`config.mk`:
```
export PLATFORM = sky130hd
export DESIGN_NAME = pinbank_ctrl
export DESIGN_NICKNAME = d
export VERILOG_FILES = /design/src/rtl/pinbank_pkg.sv /design/src/rtl/setclr_bank.sv /design/src/rtl/input_deglitch.sv /design/src/rtl/change_irq.sv /design/src/rtl/pinbank_ctrl.sv
export SDC_FILE = /design/constraint.sdc
export NUM_CORES = 1
export LEC_CHECK = 0
export ABC_AREA = 1
export BUFFER_PORTS_ARGS = -buffer_cell sky130_fd_sc_hd__buf_2
export CAP_MARGIN = 10
export CORE_ASPECT_RATIO = 1.2
export CORE_MARGIN = 1.5
export CORE_UTILIZATION = 55
export CTS_CLUSTER_DIAMETER = 100
export CTS_CLUSTER_SIZE = 14
export DETAILED_ROUTE_END_ITERATION = 10
export GPL_TIMING_DRIVEN = 0
export PLACE_DENSITY = 0.75
export SLEW_MARGIN = 20
export SYNTH_ARGS = -nofsm -noshare
export SYNTH_HDL_FRONTEND = slang
export SYNTH_SLANG_ARGS = --single-unit
```
`constraint.sdc`:
```
create_clock -name clk -period 3.15 [get_ports clk]
set_clock_uncertainty 0.05 [all_clocks]
set_input_delay 0.7875 -clock clk [delete_from_list [all_inputs] [get_ports clk]]
set_output_delay 0.7875 -clock clk [all_outputs]
set_load 0.05 [all_outputs]
```
`src/rtl/pinbank_pkg.sv`:
```
package pinbank_pkg;

    typedef enum logic [2:0] {
        BK_PEN  = 3'd0,
        BK_DRV  = 3'd1,
        BK_FLT  = 3'd2,
        BK_IMSK = 3'd3,
        BK_MDRV = 3'd4,
        BK_PULL = 3'd5,
        BK_SELB = 3'd6,
        BK_OWR  = 3'd7
    } bank_e;

    localparam int NBANK = 8;

    localparam int unsigned OF_OSET  = 32'h30;
    localparam int unsigned OF_OCLR  = 32'h34;
    localparam int unsigned OF_ODAT  = 32'h38;
    localparam int unsigned OF_PLVL  = 32'h3C;
    localparam int unsigned OF_IRQST = 32'h4C;

    function automatic int unsigned on_ofs(input int b);
        case (b)
            0: return 32'h00;
            1: return 32'h10;
            2: return 32'h20;
            3: return 32'h40;
            4: return 32'h50;
            5: return 32'h64;
            6: return 32'h74;
            7: return 32'hA0;
            default: return 32'hFF;
        endcase
    endfunction

    function automatic int unsigned off_ofs(input int b);
        case (b)
            0: return 32'h04;
            1: return 32'h14;
            2: return 32'h24;
            3: return 32'h44;
            4: return 32'h54;
            5: return 32'h60;
            6: return 32'h70;
            7: return 32'hA4;
            default: return 32'hFF;
        endcase
    endfunction

    function automatic int unsigned st_ofs(input int b);
        case (b)
            0: return 32'h08;
            1: return 32'h18;
            2: return 32'h28;
            3: return 32'h48;
            4: return 32'h58;
            5: return 32'h68;
            6: return 32'h78;
            7: return 32'hA8;
            default: return 32'hFF;
        endcase
    endfunction

endpackage

```
`src/rtl/setclr_bank.sv`:
```
module setclr_bank #(
    parameter int W = 32
) (
    input  logic         clk,
    input  logic         rst_n,
    input  logic         on_stb,
    input  logic         off_stb,
    input  logic [W-1:0] bits,
    output logic [W-1:0] stat
);

    always_ff @(posedge clk) begin
        if (!rst_n) begin
            stat <= '0;
        end else if (on_stb) begin
            stat <= stat | bits;
        end else if (off_stb) begin
            stat <= stat & ~bits;
        end
    end

endmodule

```
`src/rtl/input_deglitch.sv`:
```
module input_deglitch #(
    parameter int W = 32
) (
    input  logic         clk,
    input  logic         rst_n,
    input  logic [W-1:0] pin_in,
    input  logic [W-1:0] filt_en,
    output logic [W-1:0] lvl,
    output logic [W-1:0] lvl_chg
);

    for (genvar i = 0; i < W; i++) begin : g_pin
        logic samp, prev, nxt;

        // Filtered pins accept a level only when two successive samples agree.
        always_comb begin
            if (filt_en[i]) begin
                nxt = (samp == prev) ? samp : lvl[i];
            end else begin
                nxt = samp;
            end
        end

        always_ff @(posedge clk) begin
            if (!rst_n) begin
                samp   <= 1'b0;
                prev   <= 1'b0;
                lvl[i] <= 1'b0;
            end else begin
                samp   <= pin_in[i];
                prev   <= samp;
                lvl[i] <= nxt;
            end
        end

        assign lvl_chg[i] = nxt ^ lvl[i];
    end

endmodule

```
`src/rtl/change_irq.sv`:
```
module change_irq #(
    parameter int W = 32
) (
    input  logic         clk,
    input  logic         rst_n,
    input  logic [W-1:0] chg,
    input  logic         rd_clr,
    input  logic [W-1:0] mask,
    output logic [W-1:0] isr,
    output logic         irq
);

    always_ff @(posedge clk) begin
        if (!rst_n) begin
            isr <= '0;
        end else if (rd_clr) begin
            isr <= chg;
        end else begin
            isr <= isr | chg;
        end
    end

    assign irq = |(isr & mask);

endmodule

```
`src/rtl/pinbank_ctrl.sv`:
```
module pinbank_ctrl
    import pinbank_pkg::*;
#(
    parameter int PINS   = 32,
    parameter int ADDR_W = 8
) (
    input  logic              clk,
    input  logic              rst_n,
    input  logic [ADDR_W-1:0] bus_addr,
    input  logic              bus_we,
    input  logic              bus_re,
    input  logic [PINS-1:0]   bus_wdata,
    output logic [PINS-1:0]   bus_rdata,
    input  logic [PINS-1:0]   pin_in,
    output logic [PINS-1:0]   pin_out,
    output logic [PINS-1:0]   pin_oe,
    output logic              irq
);

    logic [PINS-1:0] bank_st [NBANK];
    logic [PINS-1:0] pen_stat, wr_stat;
    logic [PINS-1:0] odr_q;
    logic [PINS-1:0] lvl_q, lvl_chg, isr_q;
    logic            isr_rd;

    for (genvar b = 0; b < NBANK; b++) begin : g_bank
        logic on_w, off_w;
        assign on_w  = bus_we && (bus_addr == ADDR_W'(on_ofs(b)));
        assign off_w = bus_we && (bus_addr == ADDR_W'(off_ofs(b)));
        setclr_bank #(.W(PINS)) u_bank (
            .clk     (clk),
            .rst_n   (rst_n),
            .on_stb  (on_w),
            .off_stb (off_w),
            .bits    (bus_wdata),
            .stat    (bank_st[b])
        );
    end

    assign pen_stat = bank_st[BK_PEN];
    assign wr_stat  = bank_st[BK_OWR];

    always_ff @(posedge clk) begin
        if (!rst_n) begin
            odr_q <= '0;
        end else if (bus_we && bus_addr == ADDR_W'(OF_OSET)) begin
            odr_q <= odr_q | bus_wdata;
        end else if (bus_we && bus_addr == ADDR_W'(OF_OCLR)) begin
            odr_q <= odr_q & ~bus_wdata;
        end else if (bus_we && bus_addr == ADDR_W'(OF_ODAT)) begin
            odr_q <= (odr_q & ~wr_stat) | (bus_wdata & wr_stat);
        end
    end

    assign pin_out = odr_q;
    assign pin_oe  = pen_stat & bank_st[BK_DRV];

    input_deglitch #(.W(PINS)) u_flt (
        .clk     (clk),
        .rst_n   (rst_n),
        .pin_in  (pin_in),
        .filt_en (bank_st[BK_FLT]),
        .lvl     (lvl_q),
        .lvl_chg (lvl_chg)
    );

    assign isr_rd = bus_re && (bus_addr == ADDR_W'(OF_IRQST));

    change_irq #(.W(PINS)) u_irq (
        .clk    (clk),
        .rst_n  (rst_n),
        .chg    (lvl_chg),
        .rd_clr (isr_rd),
        .mask   (bank_st[BK_IMSK]),
        .isr    (isr_q),
        .irq    (irq)
    );

    always_comb begin
        bus_rdata = '0;
        for (int b = 0; b < NBANK; b++) begin
            if (bus_addr == ADDR_W'(st_ofs(b))) begin
                bus_rdata = bank_st[b];
            end
        end
        if (bus_addr == ADDR_W'(OF_ODAT))  bus_rdata = odr_q;
        if (bus_addr == ADDR_W'(OF_PLVL))  bus_rdata = pin_in;
        if (bus_addr == ADDR_W'(OF_IRQST)) bus_rdata = isr_q;
    end

endmodule

```
* After elaboration in Yosys (flattened, before gate mapping) *
Cells that the tools add are included.

storage, ports and cells
  flip-flop bits (word level) = 416
  latch bits = 0
  memory bits (writable) = 0
  ROM bits = 0
  input bits = 76
  word-level logic and storage cells = 350
  memories = 0

operators by class
  add/sub/neg operators = 0
  multiply operators = 0
  div/mod/pow operators = 0
  $lt $le $gt $ge = 0
  eq/ne operators = 60
  shifts and indexed selects = 0
  muxes and demuxes = 95
  bitwise gates (word level) = 58
  reduce and logical (&&, ||, !) cells = 31

operator list
  cell                                           number
  two-way mux 32 bit                             31
  bitwise AND 32 bit                             13
  bitwise OR 32 bit                              11
  == test 8 x 7 -> 1 bit, second input constant  13
  two-way mux 1 bit                              64
  inverter 32 bit                                2
  == test 8 x 6 -> 1 bit, second input constant  7
  == test 1 bit                                  32
  OR reduction 32 bit                            1
  bitwise XOR 1 bit                              32
  == test 8 x 5 -> 1 bit, second input constant  3
  == test 8 bit, second input constant           3
  logical AND 1 bit                              20
  nonzero test 2 bit                             8
  == test 8 x 3 -> 1 bit, second input constant  1
  == test 8 x 4 -> 1 bit, second input constant  1
  zero test 8 bit                                1
  nonzero test 3 bit                             1

* Depth between registers and ports, before layout *
  depth after elaboration = 12
  depth in mapped cells = 12
  depth with buffers taken out = 10

* Cells and area by module *
A second synthesis with hierarchy kept.

unflattened totals
  cells, all modules = 3141
  area total of the unflattened synthesis = 21046.4 um^2

by module, submodules not included
  module          instances  cells each  area an instance (um^2)  sequential area each (um^2)
  setclr_bank     8          170         1348.8                   640.6
  pinbank_ctrl    1          963         4773.3                   640.6
  input_deglitch  1          651         4246.6                   1921.8
  change_irq      1          167         1236.2                   640.6

* Least setup slack after synthesis *
OpenSTA, ideal clock, no wires.

  path kind = input port to output port
  from = in bus_addr[2]
  to = out bus_rdata[11]
  data arrival time = 2.347 ns
  setup slack = -0.034 ns
  stages = 11
  cell sequence = buf_4 > clkinv_2 > nand2_1 > nor2_2 > nand2_1 > buf_1 > nor2_1 > nor2_1 > nand4_1 > nor2_1 > nand4_1

between the ends
  longest elaborated chain between the ends = 12

ends and longest elaborated chain
  what                             line                text
  start: declaration               pinbank_ctrl.sv:9   input logic [ADDR_W-1:0] bus_addr,
  == test 8 x 4 -> 1 bit           pinbank_ctrl.sv:82  if (bus_addr == ADDR_W'(st_ofs(b))) begin
  two-way mux 32 bit (8 in a row)  pinbank_ctrl.sv:82
  two-way mux 32 bit               pinbank_ctrl.sv:86  if (bus_addr == ADDR_W'(OF_ODAT)) bus_rdata = odr_q;
  two-way mux 32 bit               pinbank_ctrl.sv:87  if (bus_addr == ADDR_W'(OF_PLVL)) bus_rdata = pin_in;
  two-way mux 32 bit (*)           pinbank_ctrl.sv:88  if (bus_addr == ADDR_W'(OF_IRQST)) bus_rdata = isr_q;
  end: declaration                 pinbank_ctrl.sv:13  output logic [PINS-1:0] bus_rdata,

Every way passes the cells marked *; elsewhere a longest branch is shown, timed or not.

* Final worst setup path *
  from = in bus_addr[1]
  to = out bus_rdata[15]

The elaborated chain is that of the path after synthesis.

==> results.json <==
{
  "synth.area.top_cells": "dfxtp_1 44%, nand2_1 9.0%, a21oi_1 8.1%",
  "start_kind": "primary input",
  "grt.overflow.total": 0,
  "yosysTopAreaCellShare": 0.437,
  "placed_cells": 3186,
  "area_growth_pct": 24.7,
  "critPathMaxFanout": 6,
  "final_area_mm2": 0.0238,
  "worstSetupPathType": "primary input to output port",
  "p_sw_frac": 0.258,
  "maxSlewViolCount": 0,
  "rsz0062_at_grt": "yes",
  "fmax_ghz": 0.282,
  "whs_ns": 0.376,
  "dr.pass1.iters": 8,
  "synth_area_per_cell_um2": 7.44,
  "place_area_mm2": 0.0205,
  "synth_cell_type_count": 37,
  "worst_slack_ns": -0.400,
  "port_buffers": 168,
  "crit_path_end_kind": "output port",
  "ir_worst_vdd_uv": 460,
  "die-area_mm2": 0.0358,
  "clock-root-buffer": "clkbuf_16",
  "top_usage_layer": "met2",
  "first_global_vias": 19900,
  "fin_nets": 2886,
  "synthArstFlopShare": 0,
  "core_mm2": 0.0341,
  "drt-total-wl_um": 84700,
  "met3_usage": 0.0839,
  "violations": "setup timing",
  "use_met1": 0.505,
  "io-pin-count": 173,
  "nFillCells": 2948,
  "syn-cell-area_mm2": 0.0191,
  "power_frac_comb": 0.076,
  "yosysSeqAreaShare": 0.437,
  "min_period_ns": 3.55,
  "holdPathStages": 2,
  "post_drt_wl_per_cell_um": 25.9,
  "die_w_um": 173,
  "grt_pass1_wl_um": 121000,
  "clk_pin_slew_worst_paths_ns": 0.06,
  "hold_violations": 0,
  "num_vias": 21200,
  "stdcell_count": 3268,
  "ant_nets": 0,
  "synth_ff_type": "dfxtp_1",
  "cp.required_ns": 2.31,
  "grtUsageMet2": 0.757,
  "worstHoldPathType": "flip-flop to flip-flop",
  "power_mw": 10.3,
  "row_count": 74,
  "antenna_found_initial": 2,
  "yosysWarningCount": 0,
  "r2r_cells": 4,
  "htreeDepth": 2,
  "synth-seq-cells": 416,
  "syn_inst": 2562,
  "viasPerCell": 6.49,
  "setup_viol": 32,
  "place.gp.congestion": 1.04,
  "status": "finished, violations left",
  "fin_crit_sh": 1.13,
  "pre_cts_slack_ns": -0.918,
  "cts_tree": "done",
  "relSlewSlack": 0.262,
  "worstMarginPinSlew_ns": 1.11,
  "drc": 0,
  "cts_sinks": 416,
  "fp.dieH_um": 207,
  "initial_core_util": 0.560,
  "power.leakage_nw": 9.74,
  "clockPowerShare": 0.395,
  "cts_max_path_buffers": 3,
  "powerDensity_mw_per_mm2": 432,
  "clkLatencyLatePin_ns": 0.55,
  "synth_edf_count": 0,
  "cts_buffers": 35,
  "drv_cap": 0,
  "p_int_mw": 7.62,
  "grt_max_degree": 15,
  "layout-drive-gt1-share": 0.202,
  "post-dp-hpwl_um": 62500,
  "drt_iter0_drc": 2771,
  "pwr-share-seq": 0.529,
  "syn-num-nets": 2638,
  "synth_top_cell_by_area": "dfxtp_1",
  "p_sw_mw": 2.65,
  "worstPathArrival_ns": 2.71,
  "track_usage": 0.454
}
==> logic make-up after synthesis <==
| group | share of synthesized area |
|---|---|
| AOI/OAI and AO/OA | 0.236 |
| xor gates and xnor gates | 0.00872 |
| adders and majority gates | 0.00945 |
| buffers and inverters | 0.0921 |
| DFF | 0.437 |
| muxes | 0.00945 |
| and+or+nand+nor | 0.208 |
==> worst max-delay path, stage by stage <==
cell     delay (ns)
buf_8          0.08
inv_4          0.03
nand2_4        0.08
nor2_4         0.08
buf_12         0.16
buf_8          0.13
nand3_2        0.18
nand3_2        0.12
nor2_4         0.14
nand4_1        0.18
nor2_4         0.30
nand4_1        0.21
buf_6          0.21
==> layer usage <==
metal / wire, um / up-vias / share of wire
met2: 37900 / 1526 / 0.45
met3: 8710 / 448 / 0.10
met1: 28800 / 9965 / 0.34
met4: 9270 / 2 / 0.11
met5: 15 / - / 0.00018
li1: - / 9259 / -
==> through the flow <==
step	util	TNS, ns
after floorplan	-	0
after global placement	0.601	-25.98
after detailed placement	0.601	-26.16
after CTS	0.673	-5.48
after global routing	0.698	-8.34
final	0.698	-8.03
==> synthesized netlist by cell type (5+ instances only) <==
master,number
a21oi_1,309
a22o_1,8
a311oi_1,140
a31o_2,13
buf_1,8
buf_2,32
clkbuf_1,153
dfxtp_1,416
inv_1,246
inv_2,8
maj3_1,18
mux2i_1,18
nand2_1,457
nand3_1,162
nand3b_1,5
nand4_1,67
nor2_1,208
nor2_2,10
o211a_1,27
o211ai_1,33
o21ai_0,127
o21ai_1,30
o21bai_1,27
xor2_1,19
==> cell usage in the layout, fill, tap and decap left out, types with 9 or more instances in the layout <==
| cell | netlist | routed |
|---|---|---|
| nand4_1 | 67 | 67 |
| nand3_1 | 162 | 96 |
| maj3_1 | 18 | 18 |
| o211ai_1 | 33 | 33 |
| buf_2 | 32 | 153 |
| buf_8 | 0 | 11 |
| xor2_1 | 19 | 19 |
| nor2_1 | 208 | 80 |
| a21oi_1 | 309 | 309 |
| dfxtp_1 | 416 | 416 |
| inv_1 | 246 | 240 |
| nor2_2 | 10 | 43 |
| o21ai_0 | 127 | 127 |
| clkbuf_1 | 153 | 121 |
| buf_4 | 3 | 31 |
| o21bai_1 | 27 | 27 |
| o211a_1 | 27 | 27 |
| a31o_2 | 13 | 13 |
| a311oi_1 | 140 | 140 |
| nand2_1 | 457 | 451 |
| buf_6 | 1 | 53 |
| clkbuf_16 | 0 | 40 |
| inv_2 | 8 | 9 |
| mux2i_1 | 18 | 18 |
| nor2_4 | 1 | 97 |
| o21ai_1 | 30 | 30 |
| nand3_2 | 1 | 61 |
==> power groups by stage <==
stage	logic, mW	registers (mW)	clock network [mW]
floorplan	0.355	5.52	0
global placement	0.632	5.55	0
detailed placement	0.647	5.55	0
CTS	0.715	5.43	4.02
global route	0.810	5.44	4.22
finish	0.778	5.43	4.06
==> worst paths after layout <==
check                       from                  end  slack [ns]
max                  bus_addr[1]        bus_rdata[15]       -0.40
min reg2reg  u_flt.g_pin[3].samp  u_flt.g_pin[3].prev        0.38
max reg2reg        u_flt.lvl[11]        u_irq.isr[11]        1.76
min          u_flt.g_pin[3].samp  u_flt.g_pin[3].prev        0.38
==> area by class of cell <==
class,instances,area [um^2],share of cell area
clock buffer,35,876,0.0368
timing repair buffer,210,1540,0.0646
tap,456,571,0.0240
multi-input combinational,1695,10200,0.431
sequential,416,8330,0.350
antenna,2,5.00,0.000210
clock inverter,2,38.8,0.00163
buffer,197,1210,0.0507
inverter,255,985,0.0414
==> repair_timing <==
item | 4_1_cts | 5_1_grt
endpoints found under the setup margin | 32 | 32
gates resized for setup | 373 | 192
buffers inserted | 18 | 11
hold buffers | 0 | 0
endpoints found under the hold margin | 0 | 0
gates cloned | 11 | 3
pin swaps | 81 | 104
Note: power is estimated with default switching activity, not from simulation.
